## src/rtl/bwd_pkg.sv

```systemverilog
// Shared definitions for the base address window decoder.
// Assumes byte-addressed configuration offsets of 8 bits.
package bwd_pkg;

    // Encoding of the configuration write length input.
    typedef enum logic [1:0] {
        LEN_1B  = 2'd0,
        LEN_2B  = 2'd1,
        LEN_4B  = 2'd2,
        LEN_4BX = 2'd3
    } wr_len_e;

    // Offsets whose writes cause a re-evaluation.
    localparam logic [8:0] CMD_LO  = 9'h004;
    localparam logic [8:0] CMD_HI  = 9'h005;
    localparam logic [7:0] BAR_LO  = 8'h10;
    localparam logic [7:0] BAR_HI  = 8'h27;
    localparam logic [7:0] ROM_LO  = 8'h30;
    localparam logic [7:0] ROM_HI  = 8'h33;

    // Number of bytes covered by a length code.
    function automatic logic [2:0] len_bytes(wr_len_e l);
        case (l)
            LEN_1B:  return 3'd1;
            LEN_2B:  return 3'd2;
            default: return 3'd4;
        endcase
    endfunction

endpackage

```

## src/rtl/bwd_write_snoop.sv

```systemverilog
// Watches the configuration write stream and flags writes that require the
// windows to be recomputed: a dword write into the base or ROM range, or a
// write of any length that covers a command byte.
// Assumes the written data is already visible on the register inputs in the
// cycle the write is presented.
module bwd_write_snoop
    import bwd_pkg::*;
(
    input  logic       wr_en_i,
    input  logic [7:0] wr_addr_i,
    input  logic [1:0] wr_len_i,
    output logic       load_o
);

    logic [2:0] nbytes;
    logic [8:0] start_b;
    logic [8:0] end_ex;
    logic       cmd_hit;
    logic       bar_hit;

    // Decode the byte range of the write and test both trigger conditions.
    always_comb begin
        nbytes  = len_bytes(wr_len_e'(wr_len_i));
        start_b = {1'b0, wr_addr_i};
        end_ex  = start_b + {6'd0, nbytes};
        cmd_hit = (start_b <= CMD_HI) && (end_ex > CMD_LO);
        bar_hit = (nbytes == 3'd4) &&
                  (((wr_addr_i >= BAR_LO) && (wr_addr_i <= BAR_HI)) ||
                   ((wr_addr_i >= ROM_LO) && (wr_addr_i <= ROM_HI)));
        load_o  = wr_en_i && (cmd_hit || bar_hit);
    end

endmodule

```

## src/rtl/bwd_window_eval.sv

```systemverilog
// Combinational validation of one window: aligns the register value to the
// window size, applies the space enable (and ROM enable bit), and rejects a
// zero base, a wrapped range, an I/O range past IO_LIMIT or a memory range
// ending at all ones.
// Assumes SIZE is zero or a power of two.
module bwd_window_eval #(
    parameter int unsigned     AW       = 32,
    parameter logic [AW-1:0]   SIZE     = '0,
    parameter bit              IS_IO    = 1'b0,
    parameter bit              IS_ROM   = 1'b0,
    parameter logic [AW-1:0]   IO_LIMIT = AW'(32'h0001_0000)
) (
    input  logic [AW-1:0] reg_i,
    input  logic          io_en_i,
    input  logic          mem_en_i,
    output logic          ok_o,
    output logic [AW-1:0] base_o
);

    localparam logic [AW-1:0] SPAN = SIZE - 1'b1;
    localparam logic [AW-1:0] MASK = ~SPAN;
    localparam bit            SIZED = (SIZE != '0);
    localparam bit            IO_KIND = IS_IO && !IS_ROM;

    logic [AW-1:0] masked;
    logic [AW-1:0] last;
    logic          enabled;
    logic          range_bad;
    logic          limit_bad;

    // Align, bound-check and enable-check the window.
    always_comb begin
        masked    = reg_i & MASK;
        last      = masked + SPAN;
        if (IS_ROM)
            enabled = mem_en_i && reg_i[0];
        else if (IS_IO)
            enabled = io_en_i;
        else
            enabled = mem_en_i;
        range_bad = (masked == '0) || (last <= masked);
        if (IO_KIND)
            limit_bad = (last >= IO_LIMIT);
        else
            limit_bad = (last == '1);
        ok_o   = SIZED && enabled && !range_bad && !limit_bad;
        base_o = ok_o ? masked : '0;
    end

endmodule

```

## src/rtl/bwd_window_reg.sv

```systemverilog
// Holds the published state of one window and raises a one-cycle strobe when
// a recompute changes either the valid flag or the base.
// Assumes load_i is a single-cycle qualifier from the write snoop.
module bwd_window_reg #(
    parameter int unsigned AW = 32
) (
    input  logic          clk,
    input  logic          rst_n,
    input  logic          load_i,
    input  logic          ok_i,
    input  logic [AW-1:0] base_i,
    output logic          valid_o,
    output logic [AW-1:0] base_o,
    output logic          chg_o
);

    logic differs;

    // Compare the fresh result against the published one.
    always_comb differs = (ok_i != valid_o) || (base_i != base_o);

    // Publish a new result on load and pulse the strobe if it moved.
    always_ff @(posedge clk) begin
        if (!rst_n) begin
            valid_o <= 1'b0;
            base_o  <= '0;
            chg_o   <= 1'b0;
        end else begin
            chg_o <= load_i && differs;
            if (load_i) begin
                valid_o <= ok_i;
                base_o  <= base_i;
            end
        end
    end


    chg_needs_diff_chk: assert property (@(posedge clk) disable iff (!rst_n)
        chg_o |-> ((valid_o != $past(valid_o)) || (base_o != $past(base_o))));


    chg_after_load_chk: assert property (@(posedge clk) disable iff (!rst_n)
        chg_o |-> $past(load_i));


    hold_no_load_chk: assert property (@(posedge clk) disable iff (!rst_n)
        !$past(load_i) |-> ($stable(valid_o) && $stable(base_o)));


    unmapped_zero_chk: assert property (@(posedge clk) disable iff (!rst_n)
        !valid_o |-> (base_o == '0));


    valid_nonzero_chk: assert property (@(posedge clk) disable iff (!rst_n)
        valid_o |-> (base_o != '0));

endmodule

```

## src/rtl/bar_window_decoder.sv

```systemverilog
// Top of the base address window decoder: one evaluator and one state
// register per base register plus one for the expansion ROM register,
// all recomputed together when the write snoop flags a relevant write.
// Assumes register storage lives outside and is current when written.
module bar_window_decoder #(
    parameter int unsigned   NUM_BAR  = 6,
    parameter int unsigned   AW       = 32,
    parameter logic [AW-1:0] IO_LIMIT = AW'(32'h0001_0000),
    parameter logic [AW-1:0] WIN_SIZE [NUM_BAR+1] = '{
        AW'(32'h0000_0100), AW'(32'h0000_1000), AW'(32'h0010_0000),
        AW'(32'h0000_0000), AW'(32'h0000_0010), AW'(32'h0000_1000),
        AW'(32'h0001_0000)},
    parameter logic [NUM_BAR:0] WIN_IO = 7'b001_0001
) (
    input  logic                          clk,
    input  logic                          rst_n,
    input  logic                          io_space_en,
    input  logic                          mem_space_en,
    input  logic [NUM_BAR-1:0][AW-1:0]    bar_reg,
    input  logic [AW-1:0]                 rom_reg,
    input  logic                          wr_en,
    input  logic [7:0]                    wr_addr,
    input  logic [1:0]                    wr_len,
    output logic [NUM_BAR:0]              win_valid,
    output logic [NUM_BAR:0][AW-1:0]      win_base,
    output logic [NUM_BAR:0]              win_chg
);

    localparam int unsigned NUM_WIN = NUM_BAR + 1;
    localparam int unsigned ROM_IDX = NUM_BAR;

    logic load;

    bwd_write_snoop u_snoop (
        .wr_en_i   (wr_en),
        .wr_addr_i (wr_addr),
        .wr_len_i  (wr_len),
        .load_o    (load)
    );

    for (genvar i = 0; i < NUM_WIN; i++) begin : g_win
        localparam bit            W_ROM  = (i == ROM_IDX);
        localparam bit            W_IO   = W_ROM ? 1'b0 : WIN_IO[i];
        localparam logic [AW-1:0] W_SPAN = WIN_SIZE[i] - 1'b1;

        logic [AW-1:0] src;
        logic          ok;
        logic [AW-1:0] base;

        if (W_ROM) begin : g_src_rom
            // Window fed by the expansion ROM register.
            always_comb src = rom_reg;
        end else begin : g_src_bar
            // Window fed by its base register.
            always_comb src = bar_reg[i];
        end

        bwd_window_eval #(
            .AW       (AW),
            .SIZE     (WIN_SIZE[i]),
            .IS_IO    (W_IO),
            .IS_ROM   (W_ROM),
            .IO_LIMIT (IO_LIMIT)
        ) u_eval (
            .reg_i    (src),
            .io_en_i  (io_space_en),
            .mem_en_i (mem_space_en),
            .ok_o     (ok),
            .base_o   (base)
        );

        bwd_window_reg #(
            .AW (AW)
        ) u_reg (
            .clk     (clk),
            .rst_n   (rst_n),
            .load_i  (load),
            .ok_i    (ok),
            .base_i  (base),
            .valid_o (win_valid[i]),
            .base_o  (win_base[i]),
            .chg_o   (win_chg[i])
        );

        if (W_IO) begin : g_io_chk

            io_limit_chk: assert property (@(posedge clk) disable iff (!rst_n)
                win_valid[i] |-> ((win_base[i] + W_SPAN) < IO_LIMIT));
        end else begin : g_mem_chk

            mem_top_chk: assert property (@(posedge clk) disable iff (!rst_n)
                win_valid[i] |-> ((win_base[i] + W_SPAN) != '1));
        end
    end

endmodule

```

## config.mk

```make
export PLATFORM = sky130hd
export DESIGN_NAME = bar_window_decoder
export DESIGN_NICKNAME = d
export VERILOG_FILES = /design/src/rtl/bwd_pkg.sv /design/src/rtl/bwd_write_snoop.sv /design/src/rtl/bwd_window_eval.sv /design/src/rtl/bwd_window_reg.sv /design/src/rtl/bar_window_decoder.sv
export SDC_FILE = /design/constraint.sdc
export NUM_CORES = 1
export LEC_CHECK = 0
export BUFFER_PORTS_ARGS = -buffer_cell sky130_fd_sc_hd__buf_2
export CORE_AREA = 3 3 186 188
export CTS_CLUSTER_DIAMETER = 200
export DETAILED_ROUTE_END_ITERATION = 10
export DIE_AREA = 0 0 189 191
export PLACE_DENSITY = 0.63
export SYNTH_ARGS = -nofsm -noshare
export SYNTH_HDL_FRONTEND = slang
export SYNTH_SLANG_ARGS = --single-unit
```

## constraint.sdc

```tcl
create_clock -name clk -period 2.6 [get_ports clk]
set_input_delay 0.52 -clock clk [delete_from_list [all_inputs] [get_ports clk]]
set_output_delay 0.52 -clock clk [all_outputs]
set_load 0.02 [all_outputs]
```

==> results.json <==
{
  "status": "finished clean",
  "p_comb_frac": 0.135,
  "cp-startpoint": "wr_len[1]",
  "post-route-util": 0.3220,
  "clockPowerShare": 0.470,
  "insertion_delay_ns": 0.43,
  "synth_cell_types": 65,
  "swShare": 0.2719,
  "cts_resized": 0,
  "drt_wl_total_um": 28220,
  "seq_power_share": 0.395,
  "h-tree-depth": 4,
  "cts_tree": "yes",
  "crit_type": "in -> reg",
  "skew_ns": 0.01036,
  "synth_seq_cells": 132,
  "synth_flop_cell": "dfxtp_1",
  "firstDrtPassIters": 6,
  "max_freq_mhz": 417.0,
  "yosys_warnings": 0,
  "viasPerCell": 4.804,
  "dpl.hpwl_um": 21550,
  "cap_violations": 0,
  "finalPower_mw": 5.177,
  "grt-ovfl-total": 0,
  "initial_utilization": 0.2519,
  "path_cells": "buf_2 > nor2_1 > ha_1 > fa_1 > o22a_1 > a221oi_1 > o22ai_1 > and2_4 > buf_12 > buf_4 > nand3_1 > a21boi_0",
  "cts_buffers": 17,
  "fin_nets": 1594,
  "antenna_left": 0,
  "worst_pin_slew_ns": 0.5062,
  "drc": 0,
  "worstHoldStart": "bar_reg[132]",
  "worstReg2RegStart": "g_win[5].u_reg.base_o[25]",
  "antenna_found_initial": 1,
  "max-vdd-ir-drop_mv": 0.4264,
  "slew-limit-headroom": 0.6626,
  "wire_per_inst_um": 15.58,
  "hp-class": "in -> reg",
  "startpoint_type": "primary input",
  "maxSlewViolCount": 0,
  "switchingPower_mw": 1.407,
  "slowest_delay_ns": 0.50,
  "syn_to_final_growth_pct": 27.82,
  "crit_family": "adder cells",
  "die_w_um": 189,
  "grtUsageTotal": 0.1520,
  "dp_slack_ns": -0.2631,
  "crit_arrival_ns": 2.75,
  "cts_buffer_depth": 2,
  "grt_max_degree": 127,
  "yosysMostFrequentCell": "dfxtp_1",
  "p_int_mw": 3.770,
  "port_buffers": 267,
  "netlist_instances": 1073,
  "drtIter0Drc": 453,
  "setup_slack_ns": 0.2018,
  "routabilityCongestion": 0.8981,
  "synth_edf_count": 0,
  "cp_slowest_cell": "fa_1",
  "synth_commonest_cells": "dfxtp_1 (132), buf_4 (118), nand2_1 (102)",
  "path_clk_slew_ns": 0.06,
  "postCtsHoldBufs": 0,
  "fp.dieH_um": 191,
  "core_mm2": 0.03328,
  "cts_root_buffer": "clkbuf_16",
  "syn_area_mm2": 0.008384,
  "required_ns": 2.95,
  "syn_avg_cell_area_um2": 7.814,
  "dr_total_vias": 8700,
  "synth_area_leader_cell": "dfxtp_1",
  "clkSinkCount": 132,
  "path_max_fanout": 17,
  "diodes": 0,
  "powerDensity_mw_per_mm2": 483.1,
  "setup_tns_ns": 0,
  "rsz0062_at_grt": "no",
  "leakage_nw": 4.773,
  "grt_pass1_wl_um": 44350,
  "synthTopCellsByArea": "dfxtp_1 (32%), buf_4 (11%), a21boi_0 (6.0%), nand3_1 (4.9%), nand2_1 (4.6%)",
  "setup_viol_count_final": 0,
  "critPathBufInv": 3,
  "synth_top_area_frac": 0.3152,
  "synth-seq-area-share": 0.3152,
  "rows": 67,
  "synthArstFlopShare": 0,
  "cts_setup_buffers": 0,
  "finalCriticalPeriod_ns": 2.398,
  "io_pins": 477,
  "cp-end-kind": "flip-flop",
  "drive_gt1_frac": 0.2722,
  "die-area_mm2": 0.03610,
  "grt_pass1_vias": 8161,
  "hold_violations": 0,
  "min_period_over_period": 0.9224
}
==> metrics by stage <==
stage	instances	hold slack [ns]	area, um^2
final	1811	0.3697	10720
after global routing	1811	0.3657	10720
after CTS	1811	0.3444	10720
after detailed placement	1780	0.4829	10140
after global placement	1780	0.4764	10140
after floorplan	1178	0.4642	8793
==> tightest hold or removal path, stage by stage <==
cell and delay [ns]:
buf_2 0.12, nand3_1 0.06, a21boi_0 0.07
==> path summary, 6_finish.rpt <==
kind / endpoint / slack (ns) / depth (start not counted)
hold / removal: g_win[4].u_reg.base_o[4] / 0.37 / 3
hold reg to reg: g_win[4].u_reg.base_o[17] / 0.49 / 1
setup / recovery: g_win[4].u_reg.base_o[8] / 0.20 / 12
setup reg to reg: g_win[5].u_reg.chg_o / 0.71 / 5
==> flip-flops by register name, summed over array words and instances, names as in the netlist <==
name and count:
g_win.u_reg.chg_o 6, g_win.u_reg.valid_o 6, g_win.u_reg.base_o 120
==> power by group through the flow <==
stage	Clock, mW	Combinational (mW)	Sequential [mW]
2_1_floorplan	0	0.490	2.10
3_3_place_gp	0	0.685	2.09
3_5_place_dp	0	0.690	2.09
4_1_cts	2.51	0.694	2.05
5_1_grt	2.60	0.765	2.05
6_report	2.43	0.700	2.05
==> metal layers <==
metal / track usage / part of all wire / vias up
li1: - / - / 4225
met1: 0.1871 / 0.43 / 4052
met2: 0.2543 / 0.47 / 376
met3: 0.04621 / 0.080 / 45
met4: 0.04898 / 0.021 / 2
met5: 0 / 0.00046 / -
==> placed cells by master (no fill, tap or decap), drive strengths merged, types with 7 or more instances in the layout <==
cell	count
nor4bb	10
and3	55
or2	9
clkbuf	21
a21oi	16
a31oi	15
nor3	12
buf	328
conb	106
or4	9
nand2	102
dfxtp	132
o22ai	14
o21ai	30
and2	27
inv	34
a22oi	11
nor4	29
nor2	56
o21a	27
nand3	82
nand3b	14
a211oi	11
nand4	23
o211ai	7
xnor2	23
a21boi	67
==> area by class of cell <==
cell class	count	area, um^2
multi-input combinational	838	4927
sequential	132	2643
tap	448	560.5
inverter	34	127.6
clock buffer	21	440.4
timing repair buffer	328	1884
fill	3549	22560
clock inverter	10	133.9
==> logic make-up after synthesis <==
| group | share of synthesized area |
|---|---|
| xor gates and xnor gates | 0.03029 |
| and+or+nand+nor | 0.2874 |
| muxes | 0.004776 |
| buffers and inverters | 0.1461 |
| AOI/OAI and AO/OA | 0.2089 |
| DFF | 0.3152 |
| adders and majority gates | 0.006865 |
| other | 0.0004473 |
Power figures use the tool's default switching activity.
